`src/rtl/ctx_push_pkg.sv`:
```
package ctx_push_pkg;
   typedef enum logic [1:0] {
      ST_IDLE = 2'd0,
      ST_PUSH = 2'd1,
      ST_DONE = 2'd2
   } push_state_e;
endpackage

```
`src/rtl/ctx_stack_select.sv`:
```
module ctx_stack_select #(
   parameter int VEC_W  = 8,
   parameter int ADDR_W = 16,
   parameter int SW_LO  = 32,
   parameter int SW_HI  = 63
) (
   input  logic [VEC_W-1:0]  vec_i,
   input  logic [ADDR_W-1:0] isp_i,
   input  logic [ADDR_W-1:0] usp_i,
   input  logic              usr_flag_i,
   output logic [ADDR_W-1:0] sp_o,
   output logic              is_user_o
);
   localparam int VEC_MAX = (1 << VEC_W) - 1;

   generate
      if (SW_LO > SW_HI) begin : g_bad_range
         $error("ctx_stack_select: SW_LO must not exceed SW_HI");
      end
      if (SW_LO > VEC_MAX) begin : g_bad_width
         $error("ctx_stack_select: VEC_W too narrow for the software range");
      end
   endgenerate

   logic in_sw_range;

   always_comb begin
      in_sw_range = (int'(vec_i) >= SW_LO) && (int'(vec_i) <= SW_HI);
      is_user_o   = in_sw_range && usr_flag_i;
      sp_o        = is_user_o ? usp_i : isp_i;
   end
endmodule

```
`src/rtl/ctx_byte_pack.sv`:
```
module ctx_byte_pack #(
   parameter int PC_W          = 20,
   parameter int FLG_W         = 16,
   parameter int DATA_W        = 8,
   parameter int N_BYTES       = 4,
   parameter bit LEVEL_IN_HIGH = 1'b1
) (
   input  logic [PC_W-1:0]   pc_i,
   input  logic [FLG_W-1:0]  flg_i,
   output logic [N_BYTES-1:0][DATA_W-1:0] bytes_o
);
   localparam int PC_HI_W = PC_W - 2 * DATA_W;
   localparam int LVL_W   = DATA_W - PC_HI_W;

   generate
      if (PC_HI_W <= 0 || LVL_W <= 0) begin : g_bad_pc
         $error("ctx_byte_pack: upper PC bits must fit beside the level in one byte");
      end
      if (FLG_W != 2 * DATA_W) begin : g_bad_flg
         $error("ctx_byte_pack: flag word must be two bytes");
      end
      if (N_BYTES != 4) begin : g_bad_n
         $error("ctx_byte_pack: frame is four bytes");
      end
   endgenerate

   logic [PC_HI_W-1:0] pc_hi;
   logic [LVL_W-1:0]   level;
   logic [DATA_W-1:0]  mixed;

   assign pc_hi = pc_i[PC_W-1 -: PC_HI_W];
   assign level = flg_i[FLG_W-1 -: LVL_W];

   generate
      if (LEVEL_IN_HIGH) begin : g_lvl_hi
         assign mixed = {level, pc_hi};
      end else begin : g_lvl_lo
         assign mixed = {pc_hi, level};
      end
   endgenerate

   assign bytes_o[0] = mixed;
   assign bytes_o[1] = flg_i[DATA_W-1:0];
   assign bytes_o[2] = pc_i[2*DATA_W-1:DATA_W];
   assign bytes_o[3] = pc_i[DATA_W-1:0];
endmodule

```
`src/rtl/ctx_seq_fsm.sv`:
```
module ctx_seq_fsm
   import ctx_push_pkg::*;
#(
   parameter int N_BYTES = 4,
   localparam int IDX_W  = (N_BYTES > 1) ? $clog2(N_BYTES) : 1
) (
   input  logic             clk,
   input  logic             rst,
   input  logic             start_i,
   output logic             load_o,
   output logic             wr_en_o,
   output logic [IDX_W-1:0] idx_o,
   output logic             busy_o,
   output logic             done_o
);
   localparam logic [IDX_W-1:0] LAST_IDX = IDX_W'(N_BYTES - 1);

   push_state_e      state_q;
   logic [IDX_W-1:0] idx_q;

   assign load_o = (state_q == ST_IDLE) && start_i;

   always_ff @(posedge clk) begin
      if (rst) begin
         state_q <= ST_IDLE;
         idx_q   <= '0;
      end else begin
         case (state_q)
            ST_IDLE: begin
               idx_q <= '0;
               if (start_i) state_q <= ST_PUSH;
            end
            ST_PUSH: begin
               if (idx_q == LAST_IDX) begin
                  state_q <= ST_DONE;
                  idx_q   <= '0;
               end else begin
                  idx_q <= idx_q + 1'b1;
               end
            end
            default: state_q <= ST_IDLE;
         endcase
      end
   end

   assign wr_en_o = (state_q == ST_PUSH);
   assign idx_o   = idx_q;
   assign busy_o  = (state_q != ST_IDLE);
   assign done_o  = (state_q == ST_DONE);
endmodule

```
`src/rtl/ctx_push_seq.sv`:
```
module ctx_push_seq
   import ctx_push_pkg::*;
#(
   parameter int PC_W    = 20,
   parameter int FLG_W   = 16,
   parameter int ADDR_W  = 16,
   parameter int DATA_W  = 8,
   parameter int VEC_W   = 8,
   parameter int SW_LO   = 32,
   parameter int SW_HI   = 63,
   parameter bit LEVEL_IN_HIGH = 1'b1
) (
   input  logic              clk,
   input  logic              rst,
   input  logic              ack_i,
   input  logic [VEC_W-1:0]  vec_i,
   input  logic [PC_W-1:0]   pc_i,
   input  logic [FLG_W-1:0]  flg_i,
   input  logic [ADDR_W-1:0] isp_i,
   input  logic [ADDR_W-1:0] usp_i,
   input  logic              usr_flag_i,
   output logic              wr_en_o,
   output logic [ADDR_W-1:0] wr_addr_o,
   output logic [DATA_W-1:0] wr_data_o,
   output logic              busy_o,
   output logic              done_o,
   output logic [ADDR_W-1:0] sp_new_o,
   output logic              sp_is_user_o
);
   localparam int N_BYTES = 4;
   localparam int IDX_W   = $clog2(N_BYTES);

   logic              load;
   logic [IDX_W-1:0]  idx;
   logic [ADDR_W-1:0] sel_sp;
   logic              sel_user;
   logic [ADDR_W-1:0] sp_q;
   logic              user_q;
   logic [PC_W-1:0]   pc_q;
   logic [FLG_W-1:0]  flg_q;
   logic [N_BYTES-1:0][DATA_W-1:0] frame;

   ctx_stack_select #(
      .VEC_W(VEC_W), .ADDR_W(ADDR_W), .SW_LO(SW_LO), .SW_HI(SW_HI)
   ) i_sel (
      .vec_i(vec_i), .isp_i(isp_i), .usp_i(usp_i), .usr_flag_i(usr_flag_i),
      .sp_o(sel_sp), .is_user_o(sel_user)
   );

   ctx_seq_fsm #(.N_BYTES(N_BYTES)) i_fsm (
      .clk(clk), .rst(rst), .start_i(ack_i), .load_o(load),
      .wr_en_o(wr_en_o), .idx_o(idx), .busy_o(busy_o), .done_o(done_o)
   );

   always_ff @(posedge clk) begin
      if (rst) begin
         sp_q   <= '0;
         user_q <= 1'b0;
         pc_q   <= '0;
         flg_q  <= '0;
      end else if (load) begin
         sp_q   <= sel_sp;
         user_q <= sel_user;
         pc_q   <= pc_i;
         flg_q  <= flg_i;
      end
   end

   ctx_byte_pack #(
      .PC_W(PC_W), .FLG_W(FLG_W), .DATA_W(DATA_W), .N_BYTES(N_BYTES),
      .LEVEL_IN_HIGH(LEVEL_IN_HIGH)
   ) i_pack (
      .pc_i(pc_q), .flg_i(flg_q), .bytes_o(frame)
   );

   assign wr_addr_o    = sp_q - ADDR_W'(idx) - ADDR_W'(1);
   assign wr_data_o    = frame[idx];
   assign sp_new_o     = sp_q - ADDR_W'(N_BYTES);
   assign sp_is_user_o = user_q;
endmodule

```
`config.mk`:
```
export PLATFORM = sky130hd
export DESIGN_NAME = ctx_push_seq
export DESIGN_NICKNAME = d
export VERILOG_FILES = /design/src/rtl/ctx_push_pkg.sv /design/src/rtl/ctx_stack_select.sv /design/src/rtl/ctx_byte_pack.sv /design/src/rtl/ctx_seq_fsm.sv /design/src/rtl/ctx_push_seq.sv
export SDC_FILE = /design/constraint.sdc
export NUM_CORES = 1
export LEC_CHECK = 0
export ABC_AREA = 1
export BUFFER_PORTS_ARGS = -buffer_cell sky130_fd_sc_hd__buf_4
export CORE_MARGIN = 3
export CORE_UTILIZATION = 35
export CTS_CLUSTER_DIAMETER = 50
export CTS_CLUSTER_SIZE = 30
export DETAILED_ROUTE_END_ITERATION = 10
export PLACE_DENSITY = 0.71
export SLEW_MARGIN = 10
export SYNTH_ARGS = -nofsm -noshare
export SYNTH_HDL_FRONTEND = slang
export SYNTH_SLANG_ARGS = --single-unit
```
`constraint.sdc`:
```
create_clock -name clk -period 2.8 [get_ports clk]
set_clock_uncertainty 0.1 [all_clocks]
set_input_delay 0.84 -clock clk [delete_from_list [all_inputs] [get_ports clk]]
set_output_delay 0.84 -clock clk [all_outputs]
set_load 0.02 [all_outputs]
```
==> out/results.txt, run 1 <==
period utilization - 99.0%
max frequency - 361 MHz
share of layout cells above drive strength 1 - 28.5%
RSZ-0062 raised after global routing - true
via count of the first global-routing pass - 3063
Setup WS pre-CTS - 0.150 ns
total track usage - 18.1%
CP Class - flop to output pin
commonest cells after routing, fill and taps aside - buf_4, nor2_1, nand2_1
Chip Width - 98.5 um
Core Region - 8260 um^2
Synth Register Bits - 53
placed cell area - 3950 um^2
CP required - 1.86 ns
die height - 98.5 um
kind of start point of the critical path - flop
Max VDD drop - 0.251 mV
initial core utilization - 36.2%
Max Cap Viol - 0
top-area cell type share of the netlist area - 35.5%
Power Dens Cells - 531 nW/um^2
Num CTS Buffers - 5
1st-iter DRT viols - 122
CP arrival - 1.83 ns
CTS H-tree lvls - 2
setup TNS - 0 ns
Yosys warning count - 0
Port Buf Inserts - 114
first-pass iteration count of the detailed router - 5
Total Routed Length - 8.80 mm
# setup viols final - 0
global-route wire length before repair - 14.4 mm
DRC - 0
RePlAce Congestion - 0.884
sequential element share of the synthesized area - 35.5%
Max Root-Sink Buffers - 2
largest net degree at the start of global routing - 51
status - completed
global route total overflow - 0
CTS Sinks - 53
minimum clock period after layout - 2.77 ns
syn nets - 553
Synth Area per Inst - 6.41 um^2
Leak Pwr - 2.07 nW
cts hold-fix bufs - 0
post-synth cell types - 23
initial antenna violation count - 0
Ports - 124
DP Wirelength - 6.67 mm
worst-path fanout max - 3
DRT antenna net count - 0
Inserted Diodes - 0
design area - 4110 um^2
via count - 3261
standard-cell row count - 33
Hold Path Class - flop to flop
worst skew pair latency - 0.31 ns
DR WL/cell - 12.9 um
Hold Vio Cnt, Final - 0
Cells after Synth - 467
clock-pin slew on the worst setup and hold paths - 0.11 ns
Power, Total - 2.18 mW
P&R area growth vs syn - 37.4%
slack of the critical path - 0.0278 ns
worst-margin pin slew - 0.459 ns
die footprint - 9690 um^2
CTS tree - built
Synth area leaders - dfxtp_1, nor2_1, nand2_1
Vias/cell - 4.80
Slew Limit Fails - 0
Synth area leader - dfxtp_1
cell area after synthesis - 2990 um^2
clk root buf - clkbuf_8
nets - 660
commonest non-fill, non-tap cell in the layout - buf_4
hold_ws - 0.385 ns
CP endpoint kind - output pin
worst relative slew slack - 69.4%
-- flip-flops by register name, summed over array words and instances (netlist names) --
register	flops
i_fsm.state_q	2
sp_q	16
pc_q	20
flg_q	12
i_fsm.idx_o	2
sp_is_user_o	1
-- cells in the mapped netlist (all sizes together) --
cell and instances:
nand3 45, nor4 1, fa 1, dfxtp 53
inv 47, xor2 13, o21ai 50, ha 5
clkbuf 4, a21oi 20, o22ai 8, nand2 91
nor2 109, xnor2 1, buf 19
-- what timing repair did --
action                                  4_1_cts  5_1_grt
endpoints found under the setup margin        9       12
resized for setup                            11        9
setup buffers                                 1        0
pin swaps                                     4        6
-- kinds of logic (layout without fill, tap and decap cells) --
| logic type | count (synthesis) | count (layout) | synth area share, % |
|---|---|---|---|
| xor gates and xnor gates | 14 | 14 | 4.10 |
| DFF | 53 | 53 | 35.5 |
| adders and majority gates | 6 | 6 | 2.76 |
| AOI/OAI and AO/OA | 78 | 78 | 13.4 |
| and+or+nand+nor | 246 | 246 | 34.2 |
| buffers and inverters | 70 | 178 | 10.1 |
-- through the flow --
step           utilization, %  std cells
5_1_grt                  49.8        680
6_report                 49.8        680
3_5_place_dp             47.8        671
2_1_floorplan               -        467
3_3_place_gp             47.8        671
4_1_cts                  49.5        680
-- metal layers --
layer	global-route usage (%)	wire (um)	up-vias
met5	0	0	-
met4	4.20	78	0
met3	3.61	630	7
met2	31.0	4300	107
met1	23.5	3790	1457
li1	-	-	1690
-- report_power, final --
part,leakage (nW),total (mW),switching (mW),internal [mW]
Clock,0.0512,0.461,0.260,0.201
Sequential,0.440,0.866,0.0492,0.817
Combinational,1.58,0.856,0.499,0.357
-- critical path: stages, from the launching register on --
cell and delay (ns):
dfxtp_2 0.35, inv_2 0.05, ha_4 0.15, fa_2 0.36, nand2_2 0.10, inv_2 0.05
nor2_4 0.15, nand2_2 0.07, nand2_2 0.07, nand2_2 0.05, buf_6 0.12
-- path summary, 6_finish.rpt --
kind | from | to | slack, ns | cells after the start
setup / recovery | i_fsm.idx_o[0] | wr_addr_o[14] | 0.03 | 10
setup reg to reg | i_fsm.state_q[1] | pc_q[7] | 1.36 | 5
hold reg to reg | pc_q[11] | pc_q[11] | 0.39 | 2
hold / removal | pc_q[11] | pc_q[11] | 0.39 | 2
-- area by class of cell --
type                    count  area [um^2]
multi-input cells         344         1700
fillers                   856         4150
well taps                 105          131
repair buffers            123          940
clock buffers               6         82.6
flip-flops and latches     53         1060
clock inverters             2         13.8
inverters                  47          176
Power figures use the tool's default switching activity.
==> run 2: changes to the inputs <==
--- a/config.mk
+++ b/config.mk
@@ -7,13 +7,13 @@
 export LEC_CHECK = 0
 export ABC_AREA = 1
 export BUFFER_PORTS_ARGS = -buffer_cell sky130_fd_sc_hd__buf_4
-export CORE_MARGIN = 3
 export CORE_UTILIZATION = 35
 export CTS_CLUSTER_DIAMETER = 50
 export CTS_CLUSTER_SIZE = 30
 export DETAILED_ROUTE_END_ITERATION = 10
-export PLACE_DENSITY = 0.71
+export PLACE_DENSITY = 0.7
 export SLEW_MARGIN = 10
 export SYNTH_ARGS = -nofsm -noshare
 export SYNTH_HDL_FRONTEND = slang
+export SYNTH_HIERARCHICAL = 1
 export SYNTH_SLANG_ARGS = --single-unit
==> run 2 against run 1 <==
  * Maximum frequency increased by 2.6%
  * Power decreased by 2.8%
  * Synthesized area increased by 9.7%
  * Register-to-register slack got worse by 0.12 ns
  * Clock power decreased by 2%
  * First-iteration DRC count increased by 30%
  * Global-route usage decreased by 0.71 points
  * Non-clock buffer count increased by 1
  * Utilization decreased by 3.4 points
  * Die area increased by 0.81%
  * Count of clock-buffer cells in the layout decreased by 1
==> out/results.txt, run 2 <==
Power Dens Cells - 515 nW/um^2 (-3.0%)
biggest regs - pc_q x20, sp_q x16, flg_q x12
first-pass iteration count of the detailed router - 6 (+1)
WHS Path Cells - 2 (unchanged)
DRT antenna net count - 0 (unchanged)
flop2flop setup slack - 1.24 ns (-0.12 ns)
Synth Area per Inst - 6.77 um^2 (+5.7%)
Buf+Inv Stages, Crit Path - 2 (-1)
P&R area growth vs syn - 25.5%
WHS Endpoint - flg_q[12]
max frequency - 370 MHz (+2.6%)
Yosys warning count - 6 (+6)
syn nets - 570 (+3.1%)
cts hold-fix bufs - 0 (unchanged)
Total Routed Length - 8.58 mm (-2.4%)
CTS tree - built
cell area after synthesis - 3280 um^2 (+9.7%)
initial core utilization - 36.9% (+0.70 points)
Power, Total - 2.12 mW (-2.8%)
CP Class - flop to output pin
CP arrival - 1.76 ns (-0.07 ns)
Slew Limit Fails - 0 (unchanged)
CTS H-tree lvls - 2 (unchanged)
total track usage - 17.4% (-0.71 points)
Max Cap Viol - 0 (unchanged)
# setup viols final - 0 (unchanged)
standard-cell row count - 34 (+3.0%)
share of layout cells above drive strength 1 - 30.4% (+1.8 points)
hold_ws - 0.367 ns (-0.0182 ns)
minimum clock period after layout - 2.70 ns (-0.0709 ns)
setup TNS - 0 ns (unchanged)
Leak Pwr - 1.97 nW (-5.1%)
worst relative slew slack - 60.9% (-8.4 points)
initial antenna violation count - 0 (unchanged)
max reg flops - 20 (unchanged)
worst-path fanout max - 3 (unchanged)
DR WL/cell - 12.8 um (-0.69%)
DRC - 0 (unchanged)
clock-pin slew on the worst setup and hold paths - 0.11 ns (about the same)
cell chain of the critical path - ha_4 -> inv_2 -> fa_2 -> nand2_4 -> nor3_4 -> nand2_1 -> nand2_1 -> nand2_1 -> buf_6
DP Wirelength - 6.54 mm (-1.8%)
CTS Sinks - 53 (unchanged)
Max VDD drop - 0.300 mV (+19%)
die height - 98.9 um (+0.41%)
largest reg by FF count - pc_q
cell mode on critical path - nand2_1
period utilization - 96.5% (-2.5 points)
CP endpoint kind - output pin
R2R depth - 7 (+2)
1st-iter DRT viols - 159 (+30%)
clk root buf - clkbuf_8
worst r2r src - i_fsm/state_q[0]
global-route wire length before repair - 13.7 mm (-4.6%)
commonest cells after routing, fill and taps aside - nand2_1, buf_4, dfxtp_1
Vias/cell - 4.73 (-1.4%)
RSZ-0062 raised after global routing - false
via count - 3159 (-3.1%)
r2r endpoint - sp_q[15]
die footprint - 9770 um^2 (+0.81%)
Num CTS Buffers - 5 (unchanged)
Hold Vio Cnt, Final - 0 (unchanged)
RePlAce Congestion - 0.841 (-4.9%)
worst skew pair latency - 0.30 ns (about the same)
Levels on crit path - 9 (-1)
Port Buf Inserts - 114 (unchanged)
Max stage delay on crit path - 0.41 ns (+0.05 ns)
fillers - 919 (+7.4%)
status - completed
Hold Path Class - flop to flop
Inserted Diodes - 0 (unchanged)
largest net degree at the start of global routing - 54 (+5.9%)
Ports - 124 (unchanged)
nets - 644 (-2.4%)
CP required - 1.86 ns (about the same)
family with the most delay on the worst path - adder cells
slack of the critical path - 0.0988 ns (+0.0709 ns)
commonest non-fill, non-tap cell in the layout - nand2_1
Cells after Synth - 485 (+3.9%)
via count of the first global-routing pass - 2872 (-6.2%)
Core Region - 8890 um^2 (+7.7%)
Max Root-Sink Buffers - 2 (unchanged)
worst-margin pin slew - 0.586 ns (+0.126 ns)
global route total overflow - 0 (unchanged)
Crit-path slowest cell - dfxtp_1
Chip Width - 98.9 um (+0.41%)
kind of start point of the critical path - flop
Setup WS pre-CTS - 0.155 ns (+0.00446 ns)
hold path startpoint - flg_q[12]
post-layout util - 46.4% (-3.4 points)
## run 2: metrics by stage
step	cells	instance area [um^2]
2_1_floorplan	485	3300
3_3_place_gp	656	3940
3_5_place_dp	656	3940
4_1_cts	666	4080
5_1_grt	668	4120
6_report	668	4120
## run 2: how the worst max path moves through the flow
stage	start	end
after global routing	sp_q[0]	wr_addr_o[12]
after CTS	i_fsm/idx_o[0]	wr_addr_o[14]
after floorplan	i_fsm/idx_o[0]	wr_addr_o[4]
after detailed placement	i_fsm/idx_o[0]	wr_addr_o[14]
final	sp_q[0]	wr_addr_o[14]
after global placement	i_fsm/idx_o[0]	wr_addr_o[14]
## run 2: area by class of cell
class / instances / area [um^2] / area share, %
Clock buffer: 5 / 68.8 / 1.67
Clock inverter: 3 / 26.3 / 0.638
Inverter: 33 / 128 / 3.10
Multi-Input combinational cell: 342 / 1750 / 42.4
Sequential cell: 53 / 1070 / 25.9
Tap cell: 108 / 135 / 3.28
Timing Repair Buffer: 124 / 951 / 23.1
## run 2: power breakdown
| group | internal (mW) | total (mW) | switching, mW |
|---|---|---|---|
| logic | 0.347 | 0.822 | 0.475 |
| registers | 0.803 | 0.847 | 0.0440 |
| clock network | 0.182 | 0.453 | 0.270 |
## run 2: metal layers
layer  global-route usage (%)  up-vias  part of all wire [%]
met5                        0        -                     0
met4                     5.17        0                   1.6
met3                     3.05       12                   4.2
met2                     29.0       85                    49
met1                     22.8     1403                    46
li1                         -     1659                     -
## run 2: timing repair
action,4_1_cts,5_1_grt
pin swaps,3,5
endpoints found under the setup margin,11,15
gates resized for setup,11,8
setup buffers,2,2
## run 2: worst reg2reg max path: stages (launching register included)
cell and delay, ns:
dfxtp_1 0.43, nor2_2 0.06, nand2_2 0.08, inv_1 0.06, inv_2 0.26, buf_4 0.27
nor2_1 0.08, a211oi_1 0.15
